--- src/rtl/bsdc_pkg.sv ---
package bsdc_pkg;
    localparam int LANES   = 4;
    localparam int DBITS   = 8;
    localparam int LANE_W  = DBITS + 1;
    localparam int WORD_W  = LANES * LANE_W;
    typedef logic [LANES-1:0]  lane_mask_t;
    typedef logic [WORD_W-1:0] word_t;
endpackage

--- src/rtl/bsdc_lane_dec.sv ---
module bsdc_lane_dec
    import bsdc_pkg::*;
(
    input  logic       gw_n,
    input  logic       bwe_n,
    input  lane_mask_t bws_n,
    output logic       wr_req,
    output lane_mask_t mask
);
    assign wr_req = !gw_n || !bwe_n;

    for (genvar i = 0; i < LANES; i++) begin : g_lane
        assign mask[i] = !gw_n || (!bwe_n && !bws_n[i]);
    end
endmodule

--- src/rtl/bsdc_array.sv ---
module bsdc_array
    import bsdc_pkg::*;
#(
    parameter int AW = 6
) (
    input  logic          clk,
    input  logic          we,
    input  logic [AW-1:0] waddr,
    input  lane_mask_t    wmask,
    input  word_t         wdata,
    input  logic [AW-1:0] raddr,
    output word_t         rdata
);
    localparam int DEPTH = 1 << AW;

    for (genvar i = 0; i < LANES; i++) begin : g_lane
        logic [LANE_W-1:0] mem [DEPTH];

        always_ff @(posedge clk) begin
            if (we && wmask[i]) begin
                mem[waddr] <= wdata[i*LANE_W +: LANE_W];
            end
        end

        assign rdata[i*LANE_W +: LANE_W] = mem[raddr];
    end
endmodule

--- src/rtl/bsdc_out_gate.sv ---
module bsdc_out_gate (
    input  logic oe_n,
    input  logic zz,
    input  logic rst_n,
    input  logic drv_q,
    output logic dq_oe
);
    assign dq_oe = rst_n && drv_q && !oe_n && !zz;
endmodule

--- src/rtl/burst_sram_dctl.sv ---
module burst_sram_dctl
    import bsdc_pkg::*;
#(
    parameter int AW = 6
) (
    input  logic          clk,
    input  logic          rst_n,
    input  logic          sel_i,
    input  logic [AW-1:0] addr_i,
    input  logic          gw_n,
    input  logic          bwe_n,
    input  logic [3:0]    bws_n,
    input  logic          oe_n,
    input  logic          zz,
    input  logic [35:0]   dq_in,
    output logic [35:0]   dq_out,
    output logic          dq_oe
);
    typedef struct packed {
        logic          act;
        logic          drv;
        word_t         rd;
        logic          pend;
        logic [AW-1:0] paddr;
        lane_mask_t    pmask;
        word_t         pdata;
    } state_t;

    state_t     s_d, s_q;
    logic       wr_req;
    lane_mask_t dec_mask;
    word_t      arr_rdata;

    bsdc_lane_dec u_dec (
        .gw_n   (gw_n),
        .bwe_n  (bwe_n),
        .bws_n  (bws_n),
        .wr_req (wr_req),
        .mask   (dec_mask)
    );

    bsdc_array #(.AW(AW)) u_arr (
        .clk   (clk),
        .we    (s_q.pend),
        .waddr (s_q.paddr),
        .wmask (s_q.pmask),
        .wdata (s_q.pdata),
        .raddr (addr_i),
        .rdata (arr_rdata)
    );

    always_comb begin
        logic  act, wr;
        word_t merged;
        s_d    = s_q;
        act    = sel_i && !zz;
        wr     = act && wr_req;
        merged = arr_rdata;
        if (s_q.pend && s_q.paddr == addr_i) begin
            for (int i = 0; i < LANES; i++) begin
                if (s_q.pmask[i]) begin
                    merged[i*LANE_W +: LANE_W] = s_q.pdata[i*LANE_W +: LANE_W];
                end
            end
        end
        s_d.act   = act;
        s_d.drv   = act && !wr && s_q.act;
        s_d.pend  = wr;
        s_d.paddr = addr_i;
        s_d.pmask = dec_mask;
        s_d.pdata = dq_in;
        if (act && !wr) begin
            s_d.rd = merged;
        end
    end

    always_ff @(posedge clk or negedge rst_n) begin
        if (!rst_n) begin
            s_q <= '0;
        end else begin
            s_q <= s_d;
        end
    end

    assign dq_out = s_q.rd;

    bsdc_out_gate u_gate (
        .oe_n  (oe_n),
        .zz    (zz),
        .rst_n (rst_n),
        .drv_q (s_q.drv),
        .dq_oe (dq_oe)
    );
endmodule

--- config.mk ---
export PLATFORM = sky130hd
export DESIGN_NAME = burst_sram_dctl
export DESIGN_NICKNAME = d
export VERILOG_FILES = /design/src/rtl/bsdc_pkg.sv /design/src/rtl/bsdc_lane_dec.sv /design/src/rtl/bsdc_array.sv /design/src/rtl/bsdc_out_gate.sv /design/src/rtl/burst_sram_dctl.sv
export SDC_FILE = /design/constraint.sdc
export NUM_CORES = 2
export LEC_CHECK = 0
export ABC_AREA = 1
export BUFFER_PORTS_ARGS = -buffer_cell sky130_fd_sc_hd__buf_2
export CAP_MARGIN = 10
export CELL_PAD_IN_SITES_DETAIL_PLACEMENT = 1
export CELL_PAD_IN_SITES_GLOBAL_PLACEMENT = 1
export CORE_MARGIN = 4
export CORE_UTILIZATION = 45
export CTS_CLUSTER_SIZE = 12
export DETAILED_ROUTE_END_ITERATION = 7
export PLACE_DENSITY = 0.73
export SLEW_MARGIN = 5
export SYNTH_ARGS = -nofsm -noshare
export SYNTH_HDL_FRONTEND = slang
export SYNTH_SLANG_ARGS = --single-unit
--- constraint.sdc ---
create_clock -name clk -period 4.9 [get_ports clk]
set_input_delay 0.49 -clock clk [delete_from_list [all_inputs] [get_ports clk]]
set_output_delay 0.49 -clock clk [all_outputs]
set_load 0.05 [all_outputs]
; After elaboration in Yosys (flattened, before gate mapping)
; Memories as Yosys holds them, arrays and structs flattened.
; Index checks and enable logic that the tools add are counted.
[op_classes]
mux = 13
n_reduce_logical = 30
n_eq_ne = 1
[op_table]
columns = op, n
row1 = $mux 36, 1
row2 = $mux 9, 4
row3 = $logic_and 1x1->1, 16
row4 = $logic_not 1->1, 9
row5 = $mux 1, 8
row6 = $eq 6x6->1, 1
row7 = $logic_or 1x1->1, 5
[word_totals]
mem_count = 4
regBits = 85
ram_bits = 2304
elab_cells = 55
inputBits = 53
output_inout_bits = 37
[memory_table]
columns = memory, words, width, rd, rd_clocked_by_memory_dff, wr, line
row1 = u_arr.g_lane[0].mem, 64, 9, 1, 0, 1, bsdc_array.sv:17  ; logic [LANE_W-1:0] mem [DEPTH];
row2 = u_arr.g_lane[1].mem, 64, 9, 1, 0, 1, bsdc_array.sv:17
row3 = u_arr.g_lane[2].mem, 64, 9, 1, 0, 1, bsdc_array.sv:17
row4 = u_arr.g_lane[3].mem, 64, 9, 1, 0, 1, bsdc_array.sv:17

; Longest topological paths before layout
[depth]
depth_word = 6
mapped_depth = 14
mapped_depth_nobuf = 11

; By module
; A second synthesis with hierarchy kept.
[unflattened]
hier_cells = 8386
area_unflattened_um2 = 97885.1
[modules_own_cells]
columns = module, n_inst, area_each_um2, cells_each, seq_area_each_um2
row1 = bsdc_array, 1, 93320.8, 7847, 69186.4
row2 = burst_sram_dctl, 1, 4519.3, 529, 2127.0
row3 = bsdc_lane_dec, 1, 23.8, 5, 0.0
row4 = bsdc_out_gate, 1, 21.3, 5, 0.0

; Worst setup path before layout
; OpenSTA, ideal clock, no wires.
[synth_path]
path_kind = input port to output port
startpoint = input zz
endpoint = output dq_oe
n_path_buf = 0
slack_ns = 2.823
required_time_ns = 4.410
arrival_time_ns = 1.587
stages = 1
path_cell_list = nor3_1
[synth_via]
elab_chain_cells = 2
[synth_lines]
columns = item, line
row1 = start: declaration, burst_sram_dctl.sv:14  ; input logic zz,
row2 = $logic_not 1->1, bsdc_out_gate.sv:8  ; assign dq_oe = rst_n && drv_q && !oe_n && !zz;
row3 = $logic_and 1x1->1, bsdc_out_gate.sv:8
row4 = end: declaration, burst_sram_dctl.sv:17  ; output logic dq_oe
; Every way passes these cells.

; Worst setup path in the final report
[layout_path]
startpoint = register s_q[40] (netlist name)
endpoint = memory u_arr.g_lane[1].mem[3][5] (netlist name), enable pin
[layout_lines]
columns = item, line
row1 = start: declaration, burst_sram_dctl.sv:29  ; state_t s_d, s_q;
row2 = start signal: assignment, burst_sram_dctl.sv:79  ; s_q <= '0;
row3 = start signal: assignment, burst_sram_dctl.sv:81  ; s_q <= s_d;
row4 = end: declaration, bsdc_array.sv:17
; No word-level cell before the write port.

==> impl_metrics.toml <==
[drt]
num_vias = 67368
drt_iter0_markers = 7799
detail_route.vias_per_cell = 5.996
ant_nets = 0
drc = 0
dr.pass1.iters = 6
wl_um = 321300
wire_per_inst_um = 28.59

[floorplan]
die_w_um = 472.0
die_area_sq_um = 222800
die_h_um = 472.0
pin_count = 90
row_count = 170
start_util_pct = 45.19
coreArea_sq_um = 214400

[worst_hold_path]
min_to = "s_q[44]"
whs_path_depth = 1
min_from = "addr_i[4]"
hp-class = "in -> reg"

[synth]
synth_cell_types = 23
seq_area_frac_synth_pct = 73.60
synth_fp_nets = 8315
ys_ff_latch = 2389
ys.flop_type = "edfxtp_1"
syn_area_per_cell_sq_um = 11.73
yosysWarnings = 0
synth_async_sr_flop_share_pct = 3.558
synth_area_sq_um = 96900
synth_cells = 8262
synth-edff-count = 2304

[critical_path]
r2r_setup_slack_ns = 0.82
rr_endpoint = "u_arr.g_lane[1].mem[3][5]"
end_kind = "flip-flop"
worstPathArrival_ns = 4.51
crit_type = "reg -> reg"
start_kind = "flip-flop"
cp_max_fo = 9
critPathRequiredTime_ns = 5.33
rr_worst_depth = 4
r2r-start = "s_q[40]"

[clock_tree]
numCtsBuffers = 239
worstSkewPairLatency_ns = 0.91
post_cts.repair.setup_buffers = 0
clkTransAtPathRegs_ns = 0.07
cts_max_level = 4
cts_max_path_buffers = 3
cts_tree = "done"
clockRootBuffer = "clkbuf_16"
clkSinkCount = 2389

[sta]
fmax_ghz = 0.2450
rsz0062_at_grt = "no"
max_slew_margin_pct = 12.11
tns_ns = 0
tightest_slew_ns = 1.314
maxSlewViolCount = 0
period_share_pct = 83.30
finClkSkew_ns = 0.1029
final_hold_viol_count = 0
fin_crit_ns = 4.082
finalSetupViolCount = 0

[final_layout]
final_cell_mix = "2768 x nand2_1, 2304 x edfxtp_1, 2146 x nand3_1"
drive_gt1_share_pct = 7.128
final_common_cell = "nand2_1"
nets = 8255
area_growth_pct = 11.11

[run_status]
outcome = "finished clean"

[global_route]
grt_max_degree = 172
grt.overflow.total = 0
grt_pass1_vias = 69673
grtUsageTotal_pct = 28.36
grt_pass1_wl_um = 469500
antenna_found_initial = 10

[place]
port_buffers = 89
gp_congestion = 0.8494
hpwl_um = 193700

[pwr]
fin_total_pwr_mw = 43.31
max-vdd-ir-drop_v = 0.0003761
power.density_nw_per_um2 = 402.3
p_leak_nw = 38.05

[job]
cap_violations = 0
## state kept, by name (all words and copies together) (netlist names)
name / flops
dq_out: 36
u_arr.g_lane.mem: 2304
s_q: 49
## cell usage after synthesis (3+ instances only)
library cell  count  area, sq um
nand2_1        2772        10400
edfxtp_1       2304        69190
nand3_1        2146        10740
nor2_1          258        968.4
buf_2           217         1086
clkbuf_1        185        694.4
buf_4            98        735.7
dfrtp_1          85         2127
buf_1            73        274.0
inv_1            46        172.7
nand3b_1         36        270.3
nor3_1           18        90.09
inv_2             6        22.52
nand2_2           4        25.02
o21ai_0           4        20.02
buf_6             3        33.78
## cell families (layout without fill, tap and decap cells)
| kind of cell | count (synthesis) | in the layout | share of synthesized area [%] |
|---|---|---|---|
| other | 0 | 7 | 0 |
| XOR/XNOR | 1 | 1 | 0.009041 |
| AND/OR/NAND/NOR | 5236 | 5236 | 23.23 |
| flip-flops | 2389 | 2389 | 73.60 |
| buffers and inverters | 629 | 757 | 3.120 |
| AO/OA/AOI/OAI | 7 | 7 | 0.04132 |
## how the worst max path moves through the flow
stage	slack, ns	start	end
finish	0.82	s_q[40]	u_arr.g_lane[1].mem[3][5]
global route	0.77	s_q[40]	u_arr.g_lane[1].mem[35][3]
CTS	1.01	s_q[40]	u_arr.g_lane[1].mem[35][3]
detailed placement	1.08	s_q[40]	u_arr.g_lane[1].mem[35][3]
global placement	0.84	s_q[40]	u_arr.g_lane[3].mem[13][5]
floorplan	2.82	zz	dq_oe
## per-stage QoR
| step | util, % | hold slack [ns] | instance area [sq um] | setup WS (ns) | instances |
|---|---|---|---|---|---|
| after detailed placement | 46.47 | 0.4687 | 99630 | 1.076 | 10738 |
| after CTS | 50.12 | 0.01404 | 107500 | 1.012 | 11210 |
| after global placement | 46.36 | 0.4726 | 99400 | 0.8360 | 10722 |
| after global routing | 50.21 | 0.001921 | 107600 | 0.7671 | 11229 |
| after floorplan | - | 0.1944 | 96900 | 2.823 | 8262 |
| final | 50.22 | 0.04881 | 107700 | 0.8184 | 11235 |
## layout make-up
cell class	instances	area (sq um)
diodes	7	17.52
clock inverters	71	740.7
multi-input cells	5244	22610
well taps	2838	3551
fillers	22126	106700
inverters	53	226.5
clock buffers	358	6670
flip-flops and latches	2389	71360
repair buffers	275	2487
## power by group
group | internal (mW) | leakage [nW] | switching [mW]
Combinational | 0.662 | 12.8 | 2.23
Clock | 9.66 | 3.57 | 7.88
Sequential | 22.5 | 21.7 | 0.366
## critical path, cell delays in order, from the launching register on
cell and delay (ns):
dfrtp_1 0.48, inv_1 0.16, nor3_1 1.04, nand2_1 0.83
nor2_1 1.12
## timing repair
item / CTS / global route
hold buffers: 43 / 2
resized for setup: 0 / 0
setup endpoints to repair: 0 / 0
hold endpoints to repair: 87 / 2
## routing by layer
layer | track usage (%) | vias to the layer above | wire [um]
met5 | 0 | - | 71
li1 | - | 28884 | -
met1 | 37.28 | 34735 | 126000
met3 | 4.993 | 687 | 24970
met4 | 14.06 | 10 | 17720
met2 | 45.79 | 3052 | 152500
(Power assumes the default switching activity.)
